==> src/rtl/seq_pkg.sv <==
package seq_pkg;
  typedef enum logic [2:0] {
    ST_HRST  = 3'b000,
    ST_SRST  = 3'b001,
    ST_IDLE  = 3'b010,
    ST_READ  = 3'b011,
    ST_QUERY = 3'b100,
    ST_TXS   = 3'b101,
    ST_PROG  = 3'b110,
    ST_TXD   = 3'b111
  } state_t;

  localparam int NMOD = 7;
  localparam int MODW = $clog2(NMOD);

  localparam int M_HRST  = 0;
  localparam int M_SRST  = 1;
  localparam int M_IDLE  = 2;
  localparam int M_READ  = 3;
  localparam int M_QUERY = 4;
  localparam int M_PROG  = 5;
  localparam int M_TX    = 6;

  localparam logic [7:0] ASC_STATUS = 8'h53;
  localparam logic [7:0] ASC_DACVAL = 8'h44;

  // which unit owns a state code; both reply codes share the transmitter
  function automatic logic [MODW-1:0] mod_of(state_t s);
    case (s)
      ST_HRST:  return MODW'(M_HRST);
      ST_SRST:  return MODW'(M_SRST);
      ST_IDLE:  return MODW'(M_IDLE);
      ST_READ:  return MODW'(M_READ);
      ST_QUERY: return MODW'(M_QUERY);
      ST_PROG:  return MODW'(M_PROG);
      default:  return MODW'(M_TX);
    endcase
  endfunction
endpackage

==> src/rtl/seq_hdr_class.sv <==
module seq_hdr_class
  import seq_pkg::*;
#(
  parameter logic [7:0] BOARD_ADDR = 8'h5A,
  parameter logic [7:0] TY_QUERY   = 8'h51,
  parameter logic [7:0] TY_PROG    = 8'h50,
  parameter logic [7:0] TY_HARD    = 8'h48,
  parameter logic [7:0] TY_SOFT    = 8'h53
) (
  input  logic [7:0] loc,
  input  logic [7:0] typ,
  output logic       ok,
  output state_t     dest
);
  logic known;

  always_comb begin
    known = 1'b1;
    dest  = ST_IDLE;
    case (typ)
      TY_QUERY: dest = ST_QUERY;
      TY_PROG:  dest = ST_PROG;
      TY_HARD:  dest = ST_HRST;
      TY_SOFT:  dest = ST_SRST;
      default:  known = 1'b0;
    endcase
  end

  assign ok = known && (loc == BOARD_ADDR);
endmodule

==> src/rtl/seq_next.sv <==
module seq_next
  import seq_pkg::*;
(
  input  state_t          cur,
  input  logic            armed,
  input  logic [NMOD-1:0] ev,
  input  logic            hdr_ok,
  input  state_t          hdr_dest,
  output state_t          nxt,
  output logic            rej
);
  always_comb begin
    nxt = cur;
    rej = 1'b0;
    if (armed) begin
      case (cur)
        ST_HRST:  if (ev[M_HRST])  nxt = ST_TXS;
        ST_SRST:  if (ev[M_SRST])  nxt = ST_TXS;
        ST_IDLE:  if (ev[M_IDLE])  nxt = ST_READ;
        ST_READ:  if (ev[M_READ]) begin
                    if (hdr_ok) nxt = hdr_dest;
                    else begin
                      nxt = ST_IDLE;
                      rej = 1'b1;
                    end
                  end
        ST_QUERY: if (ev[M_QUERY]) nxt = ST_TXS;
        ST_PROG:  if (ev[M_PROG])  nxt = ST_TXD;
        default:  if (ev[M_TX])    nxt = ST_IDLE;
      endcase
    end
  end
endmodule

==> src/rtl/seq_strobe.sv <==
module seq_strobe
  import seq_pkg::*;
(
  input  state_t          cur,
  input  logic            fire,
  output logic [NMOD-1:0] start
);
  logic [MODW-1:0] owner;
  assign owner = mod_of(cur);

  for (genvar i = 0; i < NMOD; i++) begin : g_bit
    assign start[i] = fire && (owner == MODW'(i));
  end
endmodule

==> src/rtl/pkt_seq.sv <==
module pkt_seq
  import seq_pkg::*;
#(
  parameter logic [7:0] BOARD_ADDR = 8'h5A,
  parameter logic [7:0] TY_QUERY   = 8'h51,
  parameter logic [7:0] TY_PROG    = 8'h50,
  parameter logic [7:0] TY_HARD    = 8'h48,
  parameter logic [7:0] TY_SOFT    = 8'h53
) (
  input  logic            clk,
  input  logic            rst,
  input  logic            hrst_done,
  input  logic            srst_done,
  input  logic            rx_irq,
  input  logic            hdr_valid,
  output logic            hdr_ready,
  input  logic [7:0]      hdr_loc,
  input  logic [7:0]      hdr_type,
  input  logic            query_done,
  input  logic            prog_done,
  input  logic            tx_done,
  output logic [NMOD-1:0] mod_start,
  output logic [2:0]      state_code,
  output logic [7:0]      tx_kind,
  output logic            reject
);
  state_t          cur, nxt, hdr_dest;
  logic            fresh, rej, rej_q, hdr_ok;
  logic [NMOD-1:0] ev;

  // event bit index equals the index of the unit that raises it
  assign ev = {tx_done, prog_done, query_done, hdr_valid,
               rx_irq, srst_done, hrst_done};

  seq_hdr_class #(
    .BOARD_ADDR(BOARD_ADDR), .TY_QUERY(TY_QUERY), .TY_PROG(TY_PROG),
    .TY_HARD(TY_HARD), .TY_SOFT(TY_SOFT)
  ) u_class (
    .loc(hdr_loc), .typ(hdr_type), .ok(hdr_ok), .dest(hdr_dest)
  );

  seq_next u_next (
    .cur(cur), .armed(!fresh), .ev(ev), .hdr_ok(hdr_ok),
    .hdr_dest(hdr_dest), .nxt(nxt), .rej(rej)
  );

  seq_strobe u_strobe (
    .cur(cur), .fire(fresh && !rst), .start(mod_start)
  );

  always_ff @(posedge clk) begin
    if (rst) begin
      cur   <= ST_HRST;
      fresh <= 1'b1;
      rej_q <= 1'b0;
    end else begin
      cur   <= nxt;
      fresh <= (nxt != cur);
      rej_q <= rej;
    end
  end

  assign hdr_ready  = (cur == ST_READ) && !fresh;
  assign state_code = cur;
  assign reject     = rej_q;
  assign tx_kind    = (cur == ST_TXD) ? ASC_DACVAL :
                      (cur == ST_TXS) ? ASC_STATUS : 8'h00;
endmodule

==> config.mk <==
export PLATFORM = sky130hd
export DESIGN_NAME = pkt_seq
export DESIGN_NICKNAME = d
export VERILOG_FILES = /design/src/rtl/seq_pkg.sv /design/src/rtl/seq_hdr_class.sv /design/src/rtl/seq_next.sv /design/src/rtl/seq_strobe.sv /design/src/rtl/pkt_seq.sv
export SDC_FILE = /design/constraint.sdc
export NUM_CORES = 1
export LEC_CHECK = 0
export ABC_AREA = 1
export BUFFER_PORTS_ARGS = -buffer_cell sky130_fd_sc_hd__buf_2
export CAP_MARGIN = 20
export CORE_MARGIN = 3
export CORE_UTILIZATION = 44
export DETAILED_ROUTE_END_ITERATION = 6
export GPL_ROUTABILITY_DRIVEN = 0
export HOLD_SLACK_MARGIN = 0.06
export PLACE_DENSITY_LB_ADDON = 0.3
export SLEW_MARGIN = 20
export SYNTH_ARGS = -nofsm -noshare
export SYNTH_HDL_FRONTEND = slang
export SYNTH_SLANG_ARGS = --single-unit
==> constraint.sdc <==
create_clock -name clk -period 1.9 [get_ports clk]
set_input_delay 0.095 -clock clk [delete_from_list [all_inputs] [get_ports clk]]
set_output_delay 0.095 -clock clk [all_outputs]
set_load 0.05 [all_outputs]
# Yosys cells after proc, flatten, opt, wreduce, memory -nomap -nowiden
# Index checks and enable logic that the tools add are counted.
# word_totals
n_memories	0
latchBits	0
wordCells	56
ram_bits	0
romBits	0
regBits	5
# op_classes
eq_ne	19
n_reduce_logical	16
n_bitwise	2
addsub	0
order_cmp	0
div_mod_pow	0
n_shift	0
mux	16
mul	0
# ops
cell	count
8-bit by 7-bit equality test with 1-bit output (second input constant)	5
3-bit case mux with 6 select lines	2
3-bit two-way mux	9
3-bit equality test (second input constant)	7
7-bit two-way mux	2
3-bit by 2-bit equality test with 1-bit output (second input constant)	4
3-bit case mux with 4 select lines	1
1-bit logical AND	10
4-bit OR reduction	2
3-bit by 1-bit equality test with 1-bit output (second input constant)	2
3-bit logical NOT	2
3-bit inequality test	1
1-bit logical NOT	2
1-bit two-way mux	2
1-bit NOT	2

# Longest topological paths before layout
# Gate-level depths: netlist (run 1).
# depth
word_depth	9
ltp_mapped	13
mapped_depth_nobuf	13

# Hierarchy
# Synthesis (run 1) repeated with hierarchy kept, for this count alone.
# hier_totals
hier_cells	152
area_unflattened_um2	748.2
# modules_own_cells
module	n_inst	cells_per_inst	area_each_um2	seq_area_each_um2
pkt_seq	1	42	259.0	100.1
seq_next	1	58	257.7	0.0
seq_hdr_class	1	35	158.9	0.0
seq_strobe	1	17	72.6	0.0

# Worst setup path after synthesis (run 1)
# Ideal clock, no wire load.
# synth_path
kind	reg2out
start	register cur[0] (netlist: state_code[0])
end	output port mod_start[1]
slack_ps	-592
required_time_ps	1805
t_arrival_ps	2397
path_stages_with_launch	3
path_cell_list	dfxtp_1 > inv_2 > nor4_1
# synth_via
elab_chain_cells	4
elab_cells_between_ends	9
classes_between	eq/ne (6); mux (1); reduce/logical (2)
# synth_rtl
item	line_no	source
start, declared	pkt_seq.sv:27	state_t cur, nxt, hdr_dest;
start signal, assigned	pkt_seq.sv:57	cur <= nxt;
3-bit equality test, or another cell as far along	seq_pkg.sv:29	case (s)
3-bit case mux with 6 select lines (*)	seq_pkg.sv:29	
3-bit by 1-bit equality test with 1-bit output (*)	seq_strobe.sv:12	assign start[i] = fire && (owner == MODW'(i));
1-bit logical AND (*)	seq_strobe.sv:12	
end, declared	pkt_seq.sv:22	output logic [NMOD-1:0] mod_start,
# Every way passes the cells marked *; elsewhere a longest branch is shown, timed or not.

# Worst setup path in the final report (run 1)
# layout_path
start	register cur[2] (netlist: state_code[2])
end	output port tx_kind[4]
# layout_via
elab_chain_cells	3
elab_cells_between_ends	4
classes_between	eq/ne (2); mux (2)
# layout_rtl
item	line_no	source
3-bit equality test	pkt_seq.sv:67	(cur == ST_TXS) ? ASC_STATUS : 8'h00;
7-bit two-way mux	pkt_seq.sv:67	
7-bit two-way mux (*)	pkt_seq.sv:66	assign tx_kind = (cur == ST_TXD) ? ASC_DACVAL :
end, declared	pkt_seq.sv:24	output logic [7:0] tx_kind,
# Marks and branches as above.

==> reports/qor.txt, run 1 <==
===============================================================================================
Overall global routing resource usage                                                     19.6%
Critical path's slowest cell                                                       sky130_fd_sc_hd__dfxtp_1
DRC violation count after routing                                                             0
Portion of total power attributed to combinational logic                                  63.4%
Leakage power                                                                          0.546 nW
Antenna violations before repair                                                              0
Xor-xnor portion of the synthesized cell area                                                0%
Number of distinct standard cells referenced by the synthesized netlist                      21
VDD IR-drop max                                                                        0.724 mV
Instance count of the mapped netlist                                                        132
Fillers                                                                                     136
Pre-CTS WS                                                                             0.296 ns
Levels on crit path                                                                           3
Number of inserted diodes                                                                     0
Post-route antenna net violation count                                                        0
Starting density of the core                                                              48.9%
Depth of the worst hold-timing path                                                           5
Sort of element at the start of the critical path                                     flip-flop
Simple-gate portion of the synthesized area                                               55.8%
Fraction of the mapped netlist area in compound gates                                     6.37%
Internal power                                                                           373 uW
Buffer and inverter count on the worst path                                                   1
Clock latency on the worst-skew pair                                                    0.25 ns
Library cell occupying the most area in the post-synthesis netlist                 sky130_fd_sc_hd__nand2_1
Crit-path max cell delay                                                                0.61 ns
Placement row count                                                                          13
Vias in the first global route                                                              758
Remaining global-route overflow                                                               0
CTS H-tree depth                                                                              1
Synth-to-layout area growth                                                               34.5%
Ranking of synthesized cells by area                                               sky130_fd_sc_hd__nand2_1 (18%), sky130_fd_sc_hd__nor2_1 (16%), sky130_fd_sc_hd__dfxtp_1 (15%)
Ratio of cells with drive above 1 in the final layout                                     33.5%
Final worst path period share                                                             87.4%
Maximum capacitance violations                                                                0
Number of synthesized register bits                                                           5
I/O Pins                                                                                     45
Detail-routed via count per cell                                                           4.95
Class of the tightest hold or removal check                                        input pin to flip-flop
Clock Power Share                                                                         13.6%
CTS Root Cell                                                                      sky130_fd_sc_hd__clkbuf_4
Setup slack after layout                                                               0.239 ns
Register share of total power                                                             22.9%
Pin count of the biggest net entering global routing                                         12
Crit Path Max Fanout                                                                         11
Crit path DAT                                                                           1.57 ns
Horizontal extent of the die                                                            45.0 um
Critical Path Sink Type                                                              output pin
Achievable frequency                                                                    602 MHz
Psw                                                                                      549 uW
Final hold violations                                                                         0
Cell family with the largest share of critical-path delay                            flip-flops
Drt initial violations                                                                       23
CP cell instances                                                                  nand2_1 > nor2_2 > buf_2
DPL Wire Length                                                                         1.54 mm
Mean area per synthesized cell                                                        5.06 um^2
Via count                                                                                   930
Clock input transition at the sequential cells of the worst setup and hold paths        0.05 ns
Warnings, synthesis                                                                           0
Multiplexer share of the synthesized area                                                    0%
Y dimension of the die                                                                  45.0 um
DRT Wirelength                                                                          1.85 mm
First-pass iteration count of the detailed router                                             5
Dominant combinational cell family by area after synthesis                         simple AND/OR/NAND/NOR gates
Final worst hold slack                                                                 0.218 ns
Adder-cell share of the synthesized area                                                     0%
Final standard cell area without fillers                                               898 um^2
Final period demand of the worst path                                                   1.66 ns
Outcome                                                                            complete, no violations
Primary FF master, synth                                                           sky130_fd_sc_hd__dfxtp_1
Number of I/O port buffers                                                                   41
Share of async-settable or async-resettable flops after synthesis                            0%
Routed length per instance                                                              9.81 um
Cell area reported after detailed placement                                            862 um^2
DIE AREA                                                                           0.00202 mm^2
Yosys top cell area share                                                                 18.0%
Cell area after synthesis                                                              668 um^2
Clock buffer depth                                                                            2
EDFF count, synth                                                                             0
Count of final setup violators                                                                0
Power per standard cell area                                                       1030 mW/mm^2
Setup skew after layout                                                               0.0103 ns
Classification of the worst setup path                                             flip-flop to output pin
Part of the Yosys area used for sequential elements                                       15.0%
Worst reg2reg path depth                                                                     11
RSZ-0062 raised after global routing                                                      false
CTS tree                                                                                  built
CTS Buf Count                                                                                 3
Share of total power consumed by net switching                                            59.6%
Required @ worst endpoint                                                               1.80 ns
Wire length of the first global-routing pass                                            3.04 mm
Core region area                                                                   0.00137 mm^2
Final-stage net count                                                                       199
Clock Sink Count                                                                              5
Total Power                                                                              922 uW
Total count of max-transition violations in the final report                                  0
===============================================================================================
-- metal layers --
metal  share of wire, %  up-vias  GRT usage (%)  routed length (um)
li1                   -      482              -                   -
met3                8.6        0           4.78                 159
met1                 43      411           25.0                 793
met4                  0        0           1.75                   0
met5                  0        -              0                   0
met2                 48       37           34.5                 892
-- stage by stage --
stage / util (%) / TNS [ns] / cells
6_report: 65.8 / 0 / 188
5_1_grt: 65.8 / 0 / 188
4_1_cts: 65.8 / 0 / 188
3_5_place_dp: 63.1 / 0 / 183
3_3_place_gp: 63.1 / 0 / 183
2_1_floorplan: - / -0.474 / 134
-- cell type report --
cell class	count	area [um^2]	share of cell area, %
multi-input cells	98	445	49.6
flip-flops and latches	5	100	11.1
clock buffers	4	26.3	2.92
inverters	24	92.6	10.3
well taps	15	18.8	2.09
repair buffers	42	215	24.0
-- logic make-up after synthesis --
family                 Yosys count
buffers and inverters           31
DFF                              5
and+or+nand+nor                 87
other                            1
AOI/OAI and AO/OA                8
-- power by group through the flow --
stage               Combinational (mW)  Clock (mW)  Sequential (mW)
floorplan                        0.448           0            0.236
global placement                 0.572           0            0.209
detailed placement               0.579           0            0.212
CTS                              0.583       0.129            0.210
global route                     0.639       0.137            0.220
finish                           0.585       0.126            0.212
-- path summary, 6_finish.rpt --
path	startpoint	end	slack, ns
setup / recovery	state_code[2]	tx_kind[4]	0.24
hold / removal	hdr_valid	reject	0.22
setup reg to reg	state_code[1]	fresh	0.28
hold reg to reg	fresh	state_code[1]	0.59
-- synth_stat cells, types with 2 or more instances --
master / count
sky130_fd_sc_hd__nand2_1: 32
sky130_fd_sc_hd__nand4_1: 2
sky130_fd_sc_hd__nor3_1: 5
sky130_fd_sc_hd__dfxtp_1: 5
sky130_fd_sc_hd__inv_2: 5
sky130_fd_sc_hd__o21ai_1: 2
sky130_fd_sc_hd__inv_1: 17
sky130_fd_sc_hd__buf_4: 6
sky130_fd_sc_hd__nor2_1: 28
sky130_fd_sc_hd__nand2_2: 2
sky130_fd_sc_hd__a21oi_1: 4
sky130_fd_sc_hd__nand3_1: 15
-- worst reg2reg max path, cell delays in order (launching register included) --
cell and delay (ns):
sky130_fd_sc_hd__dfxtp_1 0.56, sky130_fd_sc_hd__inv_2 0.16, sky130_fd_sc_hd__nand2_2 0.14, sky130_fd_sc_hd__o21ai_1 0.07
sky130_fd_sc_hd__a21oi_1 0.11, sky130_fd_sc_hd__nand2_1 0.07, sky130_fd_sc_hd__nand2_1 0.08, sky130_fd_sc_hd__nand2_1 0.07
sky130_fd_sc_hd__nand3_1 0.08, sky130_fd_sc_hd__nand2_1 0.05, sky130_fd_sc_hd__nor2_1 0.09, sky130_fd_sc_hd__nand2_1 0.05
-- sequential cells by signal (all words and copies together), names as in the netlist --
| name | count |
|---|---|
| reject | 1 |
| fresh | 1 |
| state_code | 3 |
-- cell usage in the layout, fill, tap and decap left out --
master and n:
sky130_fd_sc_hd__a21oi_1 4, sky130_fd_sc_hd__buf_2 41, sky130_fd_sc_hd__clkbuf_1 1, sky130_fd_sc_hd__clkbuf_4 3
sky130_fd_sc_hd__clkinv_1 1, sky130_fd_sc_hd__conb_1 3, sky130_fd_sc_hd__dfxtp_1 5, sky130_fd_sc_hd__dlygate4sd3_1 1
sky130_fd_sc_hd__inv_1 17, sky130_fd_sc_hd__inv_2 5, sky130_fd_sc_hd__inv_4 1, sky130_fd_sc_hd__nand2_1 32
sky130_fd_sc_hd__nand2_2 2, sky130_fd_sc_hd__nand3_1 15, sky130_fd_sc_hd__nand3_2 1, sky130_fd_sc_hd__nand4_1 2
sky130_fd_sc_hd__nor2_1 27, sky130_fd_sc_hd__nor2_2 2, sky130_fd_sc_hd__nor3_1 3, sky130_fd_sc_hd__nor3_2 2
sky130_fd_sc_hd__nor4_2 1, sky130_fd_sc_hd__o211ai_1 1, sky130_fd_sc_hd__o21ai_0 1, sky130_fd_sc_hd__o21ai_1 2
-- what timing repair did --
action                                  in CTS  in global routing
endpoints found under the setup margin       0                  0
hold buffers                                 1                  0
hold endpoints to repair                     1                  0
resized for setup                            0                  0
buffers inserted                             0                  0
(Power assumes the default switching activity.)
==> inputs of run 2 (changes only) <==
==> constraint.sdc (replaced) <==
create_clock -name clk -period 1.9 [get_ports clk]
set_input_delay 0.095 -clock clk [delete_from_list [all_inputs] [get_ports clk]]
set_output_delay 0.095 -clock clk [all_outputs]
set_load 0.1 [all_outputs]
==> run 2 against run 1 <==
Combinational power up 44%; power up 31%; die area unchanged; cell count unchanged; critical path depth unchanged; sequential power up 11%; first-iteration DRC count up 39%; count of clock-buffer cells in the layout unchanged; sequential share of layout area up 0.17 points; clock power about the same; clock skew down 0.0095 ns; flip-flop and latch count unchanged; critical path type unchanged; critical endpoint is now mod_start[0]; largest power group unchanged.
==> reports/qor.txt, run 2 (synthesized netlist as in run 1, its figures left out) <==
===============================================================================================
Sort of element at the start of the critical path                                     flip-flop
Remaining global-route overflow                                                               0   unchanged
Count of final setup violators                                                                0   unchanged
Placement row count                                                                          13   unchanged
Horizontal extent of the die                                                            45.0 um   unchanged
CTS Root Cell                                                                      sky130_fd_sc_hd__clkbuf_4
Classification of the worst setup path                                             flip-flop to output pin
Final-stage net count                                                                       199   unchanged
Leading cell type in the layout, fill and taps excluded                            sky130_fd_sc_hd__buf_2
Cell area reported after detailed placement                                            946 um^2   +9.7%
Maximum capacitance violations                                                                0   unchanged
Achievable frequency                                                                    563 MHz   -6.5%
Wire length of the first global-routing pass                                            3.30 mm   +8.4%
First-pass iteration count of the detailed router                                             4   -1
Final period demand of the worst path                                                   1.78 ns   +0.115 ns
Crit Path Max Fanout                                                                          7   -4
Clock latency on the worst-skew pair                                                    0.25 ns   about the same
CTS H-tree depth                                                                              1   unchanged
Post-route antenna net violation count                                                        0   unchanged
Starting density of the core                                                              48.9%   unchanged
Final design utilization                                                                  72.1%   +6.3 points
Via count                                                                                   940   +1.1%
Final worst hold slack                                                                 0.186 ns   -0.0315 ns
CTS Buf Count                                                                                 3   unchanged
Critical path's slowest cell                                                       sky130_fd_sc_hd__dfxtp_1
Outcome                                                                            complete, no violations
Detail-routed via count per cell                                                           5.00   +1.1%
Total count of max-transition violations in the final report                                  0   unchanged
Number of inserted diodes                                                                     0   unchanged
Total Power                                                                             1.21 mW   +31%
Clock buffer depth                                                                            2   unchanged
DRT Wirelength                                                                          1.99 mm   +7.8%
Core region area                                                                   0.00137 mm^2   unchanged
Clock input transition at the sequential cells of the worst setup and hold paths        0.04 ns   about the same
CP cell instances                                                                  nand2_2 > nor3_4 > buf_2
Max FFs per register                                                                          3   unchanged
Ratio of cells with drive above 1 in the final layout                                     39.9%   +6.4 points
Y dimension of the die                                                                  45.0 um   unchanged
I/O Pins                                                                                     45   unchanged
Most frequent cells in the layout                                                  sky130_fd_sc_hd__buf_2 (40), sky130_fd_sc_hd__nand2_1 (31), sky130_fd_sc_hd__nor2_1 (23)
VDD IR-drop max                                                                        0.787 mV   +8.7%
Final hold violations                                                                         0   unchanged
Number of I/O port buffers                                                                   41   unchanged
Critical Path Sink Type                                                              output pin
RSZ-0062 raised after global routing                                                      false
Antenna violations before repair                                                              0   unchanged
Drt initial violations                                                                       32   +39%
Final standard cell area without fillers                                               985 um^2   +9.6%
Final worst path period share                                                             93.5%   +6.1 points
Class of the tightest hold or removal check                                        input pin to flip-flop
Synth-to-layout area growth                                                               47.4%
Setup skew after layout                                                             0.000807 ns   -0.00947 ns
Pin count of the biggest net entering global routing                                         12   unchanged
Leakage power                                                                          0.568 nW   +4.2%
Crit-path max cell delay                                                                0.48 ns   -0.13 ns
DRC violation count after routing                                                             0   unchanged
Overall global routing resource usage                                                     22.0%   +2.4 points
Routed length per instance                                                              10.6 um   +7.8%
Required @ worst endpoint                                                               1.80 ns   about the same
Clock Sink Count                                                                              5   unchanged
DIE AREA                                                                           0.00202 mm^2   unchanged
Vias in the first global route                                                              789   +4.1%
CTS tree                                                                                  built
DPL Wire Length                                                                         1.65 mm   +7.5%
Power per standard cell area                                                       1220 mW/mm^2   +19%
Crit path DAT                                                                           1.68 ns   +0.11 ns
===============================================================================================
run 2: changes by cell type in the layout (fill, tap and decap cells not counted), sizes merged:
cell    previous run  this run
clkbuf             4         5
buf               41        40
run 2: layout make-up:
| cell class | instances | area (um^2) |
|---|---|---|
| Fill cell | 123 | 382 |
| Timing Repair Buffer | 42 | 218 |
| Clock buffer | 4 | 26.3 |
| Multi-Input combinational cell | 98 | 517 |
| Sequential cell | 5 | 111 |
| Tap cell | 15 | 18.8 |
| Inverter | 24 | 93.8 |
run 2: routing by layer:
metal | vias to the layer above | wire (um) | GRT usage [%]
li1 | 483 | - | -
met1 | 408 | 840 | 27.4
met2 | 47 | 950 | 37.0
met3 | 2 | 168 | 2.79
met4 | 0 | 29 | 10.5
met5 | - | 0 | 0
run 2: worst max-delay path: cells and delay by family, from the launching register on:
kind,cells,cell delay [ns]
buffers and inverters,1,0.45
flip-flops,1,0.48
AND/OR/NAND/NOR,2,0.50
run 2: per-stage QoR:
stage | instances | worst slack, ns | setup TNS, ns
final | 188 | 0.124 | 0
after global routing | 188 | 0.0558 | 0
after CTS | 188 | 0.0746 | 0
after detailed placement | 183 | 0.353 | 0
after global placement | 183 | 0.389 | 0
after floorplan | 134 | -0.0240 | -0.0479
run 2: final timing paths:
path	depth (start not counted)	end	slack, ns	start
max	3	mod_start[0]	0.12	fresh
min	4	reject	0.19	rst
max reg2reg	8	fresh	0.42	state_code[2]
min reg2reg	2	state_code[1]	0.58	state_code[1]
run 2: repair_timing:
action,in CTS,in global routing
buffers inserted,0,0
hold buffers,1,0
hold endpoints to repair,3,0
resized for setup,0,1
setup endpoints to repair,0,1
run 2: power by group:
group	switching [mW]	leakage (nW)	internal, mW
clock network	0.0467	0.0150	0.0796
registers	0.0898	0.0431	0.146
logic	0.669	0.510	0.174
==> inputs of run 3 (changes only) <==
Settings changed: REMOVE_ABC_BUFFERS set to 1.
==> run 3 against run 2 <==
Non-clock buffer count is the same; final area fell by 9.9%; clock power about the same; register-to-register slack about the same; wire length fell by 13%; cell count unchanged; via count is 5.2% lower; first-iteration DRC count decreased by 53%; largest cell class unchanged.
==> reports/qor.txt, run 3 (synthesized netlist as in run 1, its figures left out) <==
===============================================================================================
Outcome                                                                            complete, no violations
VDD IR-drop max                                                                        0.728 mV   -7.5%
Starting density of the core                                                              48.9%   unchanged
Pin count of the biggest net entering global routing                                         12   unchanged
CP cell instances                                                                  dlygate4sd3_1 > buf_2 > inv_1 > nand2_1 > nor4_1 > clkbuf_4
Routed length per instance                                                              9.17 um   -13%
Placement row count                                                                          13   unchanged
Class of the tightest hold or removal check                                        input pin to flip-flop
CTS Root Cell                                                                      sky130_fd_sc_hd__clkbuf_4
Clock buffer depth                                                                            2   unchanged
Post-route antenna net violation count                                                        0   unchanged
Core region area                                                                   0.00137 mm^2   unchanged
Worst reg2reg path depth                                                                     11   +3
Crit-path max cell delay                                                                0.53 ns   +0.05 ns
Total count of max-transition violations in the final report                                  0   unchanged
Final worst hold slack                                                                 0.206 ns   +0.0196 ns
Via count                                                                                   891   -5.2%
Buffer and inverter count on the worst path                                                   4   +3
Number of I/O port buffers                                                                   41   unchanged
Slack of the worst reg-to-reg path                                                      0.41 ns   about the same
DRC violation count after routing                                                             0   unchanged
Crit Path Max Fanout                                                                          7   unchanged
Clock latency on the worst-skew pair                                                    0.25 ns   about the same
Depth of the worst hold-timing path                                                           5   +1
Power per standard cell area                                                       1240 mW/mm^2   +1.4%
First-pass iteration count of the detailed router                                             4   unchanged
Cell family with the largest share of critical-path delay                          buffers and inverters
Total Power                                                                             1.10 mW   -8.7%
Maximum capacitance violations                                                                0   unchanged
Critical Path Sink Type                                                              output pin
Antenna violations before repair                                                              0   unchanged
Setup skew after layout                                                              0.00734 ns   +0.00654 ns
Leading cell type in the layout, fill and taps excluded                            sky130_fd_sc_hd__buf_2
I/O Pins                                                                                     45   unchanged
Wire length of the first global-routing pass                                            2.80 mm   -15%
Fillers                                                                                     148   +20%
Vias in the first global route                                                              727   -7.9%
Drt initial violations                                                                       15   -53%
Sort of element at the start of the critical path                                     input pin
Most frequent cells in the layout                                                  sky130_fd_sc_hd__buf_2 (38), sky130_fd_sc_hd__nand2_1 (32), sky130_fd_sc_hd__nor2_1 (28)
DRT Wirelength                                                                          1.72 mm   -13%
Overall global routing resource usage                                                     18.5%   -3.4 points
Ratio of cells with drive above 1 in the final layout                                     31.2%   -8.7 points
RSZ-0062 raised after global routing                                                      false
CTS H-tree depth                                                                              1   unchanged
Required @ worst endpoint                                                               1.80 ns   about the same
CTS tree                                                                                  built
CTS Buf Count                                                                                 3   unchanged
Multi-input gate area in the final layout                                              427 um^2   -17%
Classification of the worst setup path                                             input pin to output pin
Storage cell area                                                                      100 um^2   -10%
Y dimension of the die                                                                  45.0 um   unchanged
Clock input transition at the sequential cells of the worst setup and hold paths        0.05 ns   about the same
Final hold violations                                                                         0   unchanged
Synth-to-layout area growth                                                               32.8%
Remaining global-route overflow                                                               0   unchanged
DIE AREA                                                                           0.00202 mm^2   unchanged
Crit path DAT                                                                           1.66 ns   -0.02 ns
Final worst path period share                                                             92.4%   -1.1 points
Clock Sink Count                                                                              5   unchanged
Final-stage net count                                                                       199   unchanged
Post-CTS setup buffer count                                                                   0   unchanged
Leakage power                                                                          0.543 nW   -4.5%
Count of final setup violators                                                                0   unchanged
Detail-routed via count per cell                                                           4.74   -5.2%
Horizontal extent of the die                                                            45.0 um   unchanged
Critical path's slowest cell                                                       sky130_fd_sc_hd__dlygate4sd3_1
DPL Wire Length                                                                         1.46 mm   -11%
Levels on crit path                                                                           6   +3
Max FFs per register                                                                          3   unchanged
Number of inserted diodes                                                                     0   unchanged
Final period demand of the worst path                                                   1.75 ns   -0.0210 ns
Post-route setup TNS                                                                       0 ns   unchanged
Achievable frequency                                                                    570 MHz   +1.2%
===============================================================================================
-- run 3: changes by cell type in the layout (fill, tap and decap cells not counted), sizes merged --
cell	previous run	this run
buf	40	38
clkbuf	5	7
-- run 3: worst register-to-register path, cell delays in order, from the launching register on --
cell and delay, ns:
sky130_fd_sc_hd__dfxtp_1 0.51, sky130_fd_sc_hd__inv_2 0.13, sky130_fd_sc_hd__nand2_2 0.11, sky130_fd_sc_hd__o21ai_1 0.06, sky130_fd_sc_hd__a21oi_1 0.11, sky130_fd_sc_hd__nand2_1 0.07, sky130_fd_sc_hd__nand2_1 0.07, sky130_fd_sc_hd__nand2_1 0.07
sky130_fd_sc_hd__nand3_1 0.07, sky130_fd_sc_hd__nand2_1 0.05, sky130_fd_sc_hd__nor2_1 0.09, sky130_fd_sc_hd__nand2_1 0.05
-- run 3: repair_timing --
action / CTS / global route
resized for setup: 0 / 3
endpoints found under the hold margin: 3 / 0
hold buffers: 1 / 0
setup endpoints to repair: 0 / 3
-- run 3: final timing paths --
kind                       from       endpoint
setup / recovery            rst   mod_start[1]
hold / removal        hdr_valid         reject
setup reg to reg  state_code[1]          fresh
hold reg to reg           fresh  state_code[1]
-- run 3: per-layer routing --
layer	global-route usage (%)	wire length [um]	vias up
met1	22.5	762	376
met2	31.6	813	28
met3	3.98	127	2
met5	0	0	-
li1	-	-	485
met4	7.02	21	0
-- run 3: cell type report --
cell class | instances | area share, %
clock buffer | 4 | 2.96
inverter | 24 | 10.4
multi-input combinational | 98 | 48.1
sequential | 5 | 11.3
timing repair buffer | 42 | 25.1
tap | 15 | 2.12
-- run 3: report_power, final --
part	leakage (nW)	internal (mW)	total, mW	switching (mW)
sequential	0.0411	0.136	0.206	0.0701
combinational	0.487	0.159	0.770	0.612
clock	0.0150	0.0795	0.125	0.0452
-- run 3: per-stage QoR --
| stage | cells | area, um^2 | setup WS [ns] | util [%] |
|---|---|---|---|---|
| after floorplan | 127 | 619 | -3.39 | - |
| after global placement | 183 | 843 | 0.444 | 61.7 |
| after detailed placement | 183 | 843 | 0.417 | 61.7 |
| after CTS | 188 | 880 | 0.0723 | 64.4 |
| after global routing | 188 | 887 | 0.00201 | 64.9 |
| final | 188 | 887 | 0.145 | 64.9 |
